File: config.mk
export PLATFORM = sky130hd
export DESIGN_NAME = inband_demux
export DESIGN_NICKNAME = d
export VERILOG_FILES = /design/src/rtl/ibdmx_pkg.sv /design/src/rtl/ibdmx_pair_seq.sv /design/src/rtl/ibdmx_cmd_asm.sv /design/src/rtl/ibdmx_cfg_bank.sv /design/src/rtl/inband_demux.sv
export SDC_FILE = /design/constraint.sdc
export NUM_CORES = 1
export LEC_CHECK = 0
export BUFFER_PORTS_ARGS = -buffer_cell sky130_fd_sc_hd__buf_2
export CORE_UTILIZATION = 54
export DETAILED_ROUTE_END_ITERATION = 16
export GPL_TIMING_DRIVEN = 0
export PLACE_DENSITY = 0.81
export SYNTH_ARGS = -nofsm -noshare
export SYNTH_HDL_FRONTEND = slang
export SYNTH_HIERARCHICAL = 1
export SYNTH_SLANG_ARGS = --single-unit
File: constraint.sdc
create_clock -name clk -period 2.13 [get_ports clk]
set_input_delay 0.213 -clock clk [delete_from_list [all_inputs] [get_ports clk]]
set_output_delay 0.213 -clock clk [all_outputs]
set_load 0.05 [all_outputs]
File: src/rtl/ibdmx_pkg.sv
package ibdmx_pkg;
  localparam int WORD_W = 16;
  localparam int TAG_W  = 2;
  localparam int PAY_W  = WORD_W - TAG_W;
  localparam int BYTE_W = 8;
  localparam int ADDR_W = PAY_W - BYTE_W;

  typedef enum logic [TAG_W-1:0] {
    TAG_I    = 2'b00,
    TAG_Q    = 2'b01,
    TAG_HEAD = 2'b10,
    TAG_CONT = 2'b11
  } tag_e;
endpackage

File: src/rtl/ibdmx_pair_seq.sv
module ibdmx_pair_seq
  import ibdmx_pkg::*;
(
  input  logic              clk,
  input  logic              rst_n,
  input  logic              we,
  input  logic [WORD_W-1:0] word,
  output logic              o_valid,
  input  logic              o_ready,
  output logic [PAY_W-1:0]  o_i,
  output logic [PAY_W-1:0]  o_q,
  output logic              err
);
  tag_e             tag;
  logic [PAY_W-1:0] payload;
  logic             pend;
  logic [PAY_W-1:0] i_hold;
  logic             is_i, is_q, slot_free;

  assign tag       = tag_e'(word[WORD_W-1 -: TAG_W]);
  assign payload   = word[PAY_W-1:0];
  assign is_i      = we && (tag == TAG_I);
  assign is_q      = we && (tag == TAG_Q);
  assign slot_free = !o_valid || o_ready;

  always_comb begin
    err = (is_i && pend) || (is_q && !pend) || (is_q && pend && !slot_free);
  end

  always_ff @(posedge clk or negedge rst_n) begin
    if (!rst_n) begin
      pend    <= 1'b0;
      i_hold  <= '0;
      o_valid <= 1'b0;
      o_i     <= '0;
      o_q     <= '0;
    end else begin
      if (o_valid && o_ready) o_valid <= 1'b0;
      if (is_i) begin
        pend   <= 1'b1;
        i_hold <= payload;
      end else if (is_q) begin
        pend <= 1'b0;
        if (pend && slot_free) begin
          o_valid <= 1'b1;
          o_i     <= i_hold;
          o_q     <= payload;
        end
      end
    end
  end
endmodule

File: src/rtl/ibdmx_cmd_asm.sv
module ibdmx_cmd_asm
  import ibdmx_pkg::*;
#(
  parameter int FREQ_W     = 32,
  parameter int PHASE_W    = 16,
  parameter int ADDR_FREQ  = 0,
  parameter int ADDR_PHASE = 1,
  localparam int ACC_W     = (FREQ_W > PHASE_W) ? FREQ_W : PHASE_W
) (
  input  logic              clk,
  input  logic              rst_n,
  input  logic              we,
  input  logic [WORD_W-1:0] word,
  output logic              wr_en,
  output logic              wr_is_freq,
  output logic [ACC_W-1:0]  wr_data,
  output logic              err
);
  localparam int FREQ_CONT  = (FREQ_W  - BYTE_W + PAY_W - 1) / PAY_W;
  localparam int PHASE_CONT = (PHASE_W - BYTE_W + PAY_W - 1) / PAY_W;
  localparam int MAX_CONT   = (FREQ_CONT > PHASE_CONT) ? FREQ_CONT : PHASE_CONT;
  localparam int CNT_W      = $clog2(MAX_CONT + 1);

  tag_e              tag;
  logic [ADDR_W-1:0] addr;
  logic              is_head, is_cont, addr_freq, addr_known;
  logic              open_r, freq_r;
  logic [CNT_W-1:0]  left;
  logic [ACC_W-1:0]  acc, next_acc;

  assign tag        = tag_e'(word[WORD_W-1 -: TAG_W]);
  assign addr       = word[PAY_W-1 -: ADDR_W];
  assign is_head    = we && (tag == TAG_HEAD);
  assign is_cont    = we && (tag == TAG_CONT);
  assign addr_freq  = (addr == ADDR_W'(ADDR_FREQ));
  assign addr_known = addr_freq || (addr == ADDR_W'(ADDR_PHASE));
  assign next_acc   = ACC_W'({acc, word[PAY_W-1:0]});

  assign wr_en      = is_cont && open_r && (left == CNT_W'(1));
  assign wr_is_freq = freq_r;
  assign wr_data    = next_acc;
  assign err        = (is_head && (open_r || !addr_known)) || (is_cont && !open_r);

  always_ff @(posedge clk or negedge rst_n) begin
    if (!rst_n) begin
      open_r <= 1'b0;
      freq_r <= 1'b0;
      left   <= '0;
      acc    <= '0;
    end else if (is_head) begin
      open_r <= addr_known;
      freq_r <= addr_freq;
      left   <= addr_freq ? CNT_W'(FREQ_CONT) : CNT_W'(PHASE_CONT);
      acc    <= ACC_W'(word[BYTE_W-1:0]);
    end else if (is_cont && open_r) begin
      acc  <= next_acc;
      left <= left - CNT_W'(1);
      if (left == CNT_W'(1)) open_r <= 1'b0;
    end
  end
endmodule

File: src/rtl/ibdmx_cfg_bank.sv
module ibdmx_cfg_bank #(
  parameter int FREQ_W  = 32,
  parameter int PHASE_W = 16,
  parameter int ACC_W   = 32
) (
  input  logic               clk,
  input  logic               rst_n,
  input  logic               wr_en,
  input  logic               wr_is_freq,
  input  logic [ACC_W-1:0]   wr_data,
  output logic [FREQ_W-1:0]  freq,
  output logic [PHASE_W-1:0] phase,
  output logic               commit
);
  always_ff @(posedge clk or negedge rst_n) begin
    if (!rst_n) begin
      freq   <= '0;
      phase  <= '0;
      commit <= 1'b0;
    end else begin
      commit <= wr_en;
      if (wr_en) begin
        if (wr_is_freq) freq <= wr_data[FREQ_W-1:0];
        else            phase <= wr_data[PHASE_W-1:0];
      end
    end
  end
endmodule

File: src/rtl/inband_demux.sv
module inband_demux
  import ibdmx_pkg::*;
#(
  parameter int FREQ_W     = 32,
  parameter int PHASE_W    = 16,
  parameter int ADDR_FREQ  = 0,
  parameter int ADDR_PHASE = 1
) (
  input  logic               clk,
  input  logic               rst_n,
  input  logic [WORD_W-1:0]  bus_word,
  input  logic               bus_we,
  output logic               smp_valid,
  input  logic               smp_ready,
  output logic [PAY_W-1:0]   smp_i,
  output logic [PAY_W-1:0]   smp_q,
  output logic [FREQ_W-1:0]  nco_freq,
  output logic [PHASE_W-1:0] nco_phase,
  output logic               cfg_commit,
  output logic               seq_err
);
  localparam int ACC_W = (FREQ_W > PHASE_W) ? FREQ_W : PHASE_W;

  logic             pair_err, cmd_err, wr_en, wr_is_freq;
  logic [ACC_W-1:0] wr_data;

  ibdmx_pair_seq u_pair (
    .clk(clk), .rst_n(rst_n), .we(bus_we), .word(bus_word),
    .o_valid(smp_valid), .o_ready(smp_ready), .o_i(smp_i), .o_q(smp_q),
    .err(pair_err)
  );

  ibdmx_cmd_asm #(
    .FREQ_W(FREQ_W), .PHASE_W(PHASE_W),
    .ADDR_FREQ(ADDR_FREQ), .ADDR_PHASE(ADDR_PHASE)
  ) u_cmd (
    .clk(clk), .rst_n(rst_n), .we(bus_we), .word(bus_word),
    .wr_en(wr_en), .wr_is_freq(wr_is_freq), .wr_data(wr_data), .err(cmd_err)
  );

  ibdmx_cfg_bank #(.FREQ_W(FREQ_W), .PHASE_W(PHASE_W), .ACC_W(ACC_W)) u_bank (
    .clk(clk), .rst_n(rst_n), .wr_en(wr_en), .wr_is_freq(wr_is_freq),
    .wr_data(wr_data), .freq(nco_freq), .phase(nco_phase), .commit(cfg_commit)
  );

  always_ff @(posedge clk or negedge rst_n) begin
    if (!rst_n)                   seq_err <= 1'b0;
    else if (pair_err || cmd_err) seq_err <= 1'b1;
  end
endmodule

Word level (Yosys, flattened, before mapping) --
Index checks and enable logic that the tools add are counted.
Cells by class: $add $sub $neg 1, eq/ne operators 5, muxes and demuxes 14, bitwise logic cells 2, reduce and logical (&&, ||, !) cells 35
Operators by type and width (count):
- 18-bit 2-to-1 mux | 2
- 1-bit logical AND | 14
- 1-bit 2-to-1 mux | 9
- 1-bit logical OR | 7
- 6-bit by 1-bit == test with 1-bit output, second input constant | 1
- 6-bit zero test | 1
- 2-bit 2-to-1 mux | 3
- 2-bit AND reduction | 3
- 2-bit nonzero test | 3
- 1-bit zero test | 5
- 2-bit by 1-bit == test with 1-bit output, second input constant | 2
- 2-bit == test, second input constant | 2
- 3-bit AND reduction | 1
- 2-bit zero test | 1
- 1-bit inverter | 2
- 2-bit by 1-bit subtractor with 2-bit output, second input constant | 1
Word-level totals: bits in registers 116, logic and storage cells 70

Longest topological paths before layout --
depth after elaboration 7, depth in mapped cells 7, mapped depth without buffers 5

Modules after synthesis --
The synthesis kept the hierarchy.
Modules (own cells, without submodules):
- ibdmx_cfg_bank | instances 1, cells each 104, area each 1845.5 sq um
- ibdmx_pair_seq | instances 1, cells each 100, area each 1717.9 sq um
- ibdmx_cmd_asm | instances 1, cells each 80, area each 1003.5 sq um
- inband_demux | instances 1, cells each 2, area each 31.3 sq um

Worst setup path before layout --
Ideal clock, no wire load.
kind reg-to-reg, start reg u_cmd.open_r, end reg u_bank.phase[10], setup time 0.125 ns, arrival 1.728 ns, required time 2.005 ns, path slack 0.277 ns, stages on the path, launching flop included 8, path buffers 3, period minus slack after synthesis 1.853 ns, path through dfrtp_1 > and4_1 > buf_1 > and2_1 > nand2b_1 > buf_2 > buf_6 > mux2_4
On the way: longest elaborated chain between the ends 3
RTL lines:
- start: declaration | RTL line ibdmx_cmd_asm.sv:27 | logic open_r, freq_r;
- start signal: assignment | RTL line ibdmx_cmd_asm.sv:51 | open_r <= addr_known;
- 1-bit logical AND (2 in series) | RTL line ibdmx_cmd_asm.sv:39 | assign wr_en = is_cont && open_r && (left == CNT_W'(1));
- via wr_en | RTL line inband_demux.sv:24 | logic pair_err, cmd_err, wr_en, wr_is_freq;
- 2-bit AND reduction (no line)
- end signal: assignment | RTL line ibdmx_cfg_bank.sv:24 | else phase <= wr_data[PHASE_W-1:0];
- end: declaration | RTL line ibdmx_cfg_bank.sv:12 | output logic [PHASE_W-1:0] phase,
The timed path passes the listed nets, and every way through them passes these cells. A chain may end at the register's enable or synchronous reset.

Final worst setup path --
start reg u_cmd.open_r, end reg u_bank.phase[9]
The elaborated chain is that of the path after synthesis.

==> results.sh <==
export IMPL_status="complete, no violations"
export IMPL_wl_per_cell_um=18.2
export IMPL_viasPerCell=5.32
export IMPL_synth_top_family_by_area="multiplexers"
export IMPL_synth_top_area_share_pct=63.1
export IMPL_cts_tree="built"
export IMPL_hold_viol_final=0
export IMPL_placementRows=33
export IMPL_grtUsageMet1_pct=30.5
export IMPL_synth_top_area_cell="dfrtp_1"
export IMPL_tightest_slew_ns=0.685
export IMPL_grt_pass1_vias=2951
export IMPL_met2_usage_pct=39.3
export IMPL_setup_violations=0
export IMPL_syn_num_nets=307
export IMPL_cts_buffers=17
export IMPL_root_buffer="clkbuf_8"
export IMPL_place_congestion=0.755
export IMPL_coreArea_um2=8220
export IMPL_start_kind="flop"
export IMPL_synth_compound_area_share_pct=3.24
export IMPL_arrival_ns=2.38
export IMPL_power_density_nw_per_um2=1200
export IMPL_async_reset_ff_share_pct=100
export IMPL_fin_util_pct=72.6
export IMPL_p_leak_nw=3.16
export IMPL_track_usage_pct=24.2
export IMPL_htreeDepth=4
export IMPL_avgSynthCellArea_um2=16.1
export IMPL_netlist_area_um2=4600
export IMPL_synth_cell_type_count=34
export IMPL_first_pass_iters=4
export IMPL_synth_mux_area_share_pct=25.6
export IMPL_synth_simple_gate_area_share_pct=3.65
export IMPL_crit_type="flop to flop"
export IMPL_io_pin_count=99
export IMPL_synthAdderAreaFrac_pct=0.272
export IMPL_remaining_drc_errors=0
export IMPL_synth_enable_flop_cells=0
export IMPL_fin_worst_skew_ns=0.00888
export IMPL_vdd_drop_max_uv=784
export IMPL_period_share_pct=94.0
export IMPL_worst_skew_pair_late_latency_ns=0.50
export IMPL_synth_warnings=6
export IMPL_timing_final_ws_setup_ns=0.128
export IMPL_die_x_um=94.3
export IMPL_setup_tns_final_ns=0
export IMPL_areaGrowthSynthToFinish_pct=29.8
export IMPL_pre_cts_slack_ns=-0.114
export IMPL_p_total_mw=7.17
export IMPL_final_antenna_net_count=0
export IMPL_grt_max_degree=65
export IMPL_layout_nets=433
export IMPL_die_area_um2=8890
export IMPL_synth_common_cells="dfrtp_1 (116), mux2_2 (69), mux2_4 (19)"
export IMPL_max_slew_margin_rel_pct=54.3
export IMPL_cts_sinks=116
export IMPL_rsz0062_at_grt="false"
export IMPL_hold_class="input port to flop"
export IMPL_busiest_layer="met2"
export IMPL_yosysMostFrequentCell="dfrtp_1"
export IMPL_antenna_cells=0
export IMPL_clockBufferDepth=2
export IMPL_post_cts_setup_buffer_count=0
export IMPL_fmax_ghz=0.499
export IMPL_period_minus_slack_ns=2.00
export IMPL_syn_inst=286
export IMPL_drive_gt1_share_pct=57.9
export IMPL_overflow=0
export IMPL_dpl_hpwl_mm=6.36
export IMPL_required_ns=2.51
export IMPL_routed_wl_mm=9.63
export IMPL_initial_core_util_pct=56.0
export IMPL_grt_use_met3_pct=5.74
export IMPL_num_vias=2819
export IMPL_yosys_most_used_dff="dfrtp_1"
export IMPL_grt_antenna_before_repair=0
export IMPL_portBuffers=98
export IMPL_drt_first_iter_violations=121
export IMPL_synth_xor_area_share_pct=0
export IMPL_crit_path_end_kind="flop"
export IMPL_slew_viol_final=0
export IMPL_synth_area_leaders="dfrtp_1 (63%), mux2_2 (17%), mux2_4 (6.2%)"
export IMPL_cap_violations=0
export IMPL_grt_pass1_wl_mm=15.4
export IMPL_cp_max_fo=13
export IMPL_fp_dieH_um=94.3
export IMPL_path_clk_slew_ns=0.05
export IMPL_ys_seq_elements=116
export IMPL_ys_seq_area_share_pct=63.1
-- cells by family (layout without fill, tap and decap cells) --
logic type               Yosys count  after routing
multiplexers                      98             98
AO/OA/AOI/OAI                     19             19
buffers and inverters             27            166
adder cells (fa/ha/maj)            1              1
AND/OR/NAND/NOR                   25             25
flip-flops                       116            116
-- sequential cells by signal (all words and copies together) (netlist names) --
register	count
u_cmd/open_r	1
u_pair/pend	1
u_pair/o_i	14
u_bank/commit	1
u_cmd/left	2
u_pair/i_hold	14
seq_err	1
u_pair/o_q	14
u_cmd/acc	18
u_bank/freq	32
u_pair/o_valid	1
u_cmd/wr_is_freq	1
u_bank/phase	16
-- path summary, 6_finish.rpt --
kind	start	endpoint	slack (ns)	cells after the start
hold reg to reg	seq_err$_DFFE_PN0P_	seq_err$_DFFE_PN0P_	0.48	1
setup reg to reg	u_cmd/open_r$_DFFE_PN0P_	u_bank/phase[9]$_DFFE_PN0P_	0.13	6
max in group asynchronous	rst_n	u_pair/i_hold[3]$_DFFE_PN0P_	1.07	3
hold / removal	bus_word[10]	u_pair/i_hold[10]$_DFFE_PN0P_	0.02	2
min in group asynchronous	rst_n	u_pair/o_q[11]$_DFFE_PN0P_	0.31	2
setup / recovery	u_cmd/open_r$_DFFE_PN0P_	u_bank/phase[9]$_DFFE_PN0P_	0.13	6
-- routing by layer --
layer / part of all wire (%) / up-vias
met5: 0 / -
met4: 1.2 / 0
met3: 4.6 / 10
met2: 52 / 85
met1: 42 / 1455
li1: - / 1269
-- placed cells by master, fill, tap and decap left out, types with 2 or more instances in the layout --
cell type and n:
a21oi_1 2, a22o_1 10, buf_2 103, buf_4 15, buf_6 4, bufinv_16 5
clkbuf_1 4, clkbuf_16 16, clkbuf_8 3, clkinv_2 4, dfrtp_1 116, dlygate4sd3_1 9
mux2_1 10, mux2_2 69, mux2_4 19, nand2_1 5, nand2b_1 2, nand3_1 2
nor2b_1 3, o211a_1 2, o21ai_0 2, or4_1 2
-- worst max-delay path, stage by stage, from the launching register on --
cell	delay, ns
dfrtp_1	0.42
and4_2	0.36
and2_1	0.21
nand2b_1	0.08
buf_2	0.23
buf_6	0.24
mux2_4	0.32
-- cell type report --
type,count,area (um2)
inverter,1,3.75
clock buffer,22,453
timing repair buffer,108,611
multi-input combinational,143,1510
buffer,25,184
sequential,116,2900
clock inverter,10,178
fill,543,2250
tap,105,131
-- through the flow --
stage	instances	instance area [um2]	hold slack, ns
6_report	530	5970	0.0230
5_1_grt	530	5970	0.00893
4_1_cts	530	5970	0.000205
3_5_place_dp	490	5250	0.296
3_3_place_gp	489	5220	0.448
2_1_floorplan	286	4600	-0.0826
-- repair_timing --
item	CTS	global route
endpoints found under the hold margin	72	0
setup endpoints to repair	40	23
gates cloned	0	0
hold buffers	9	0
gates resized for setup	0	1
-- where the power goes --
group	internal (mW)	switching, mW
Sequential	2.50	0.161
Clock	2.07	0.927
Combinational	0.460	1.04
No activity file was read; power rests on OpenSTA's default activity.
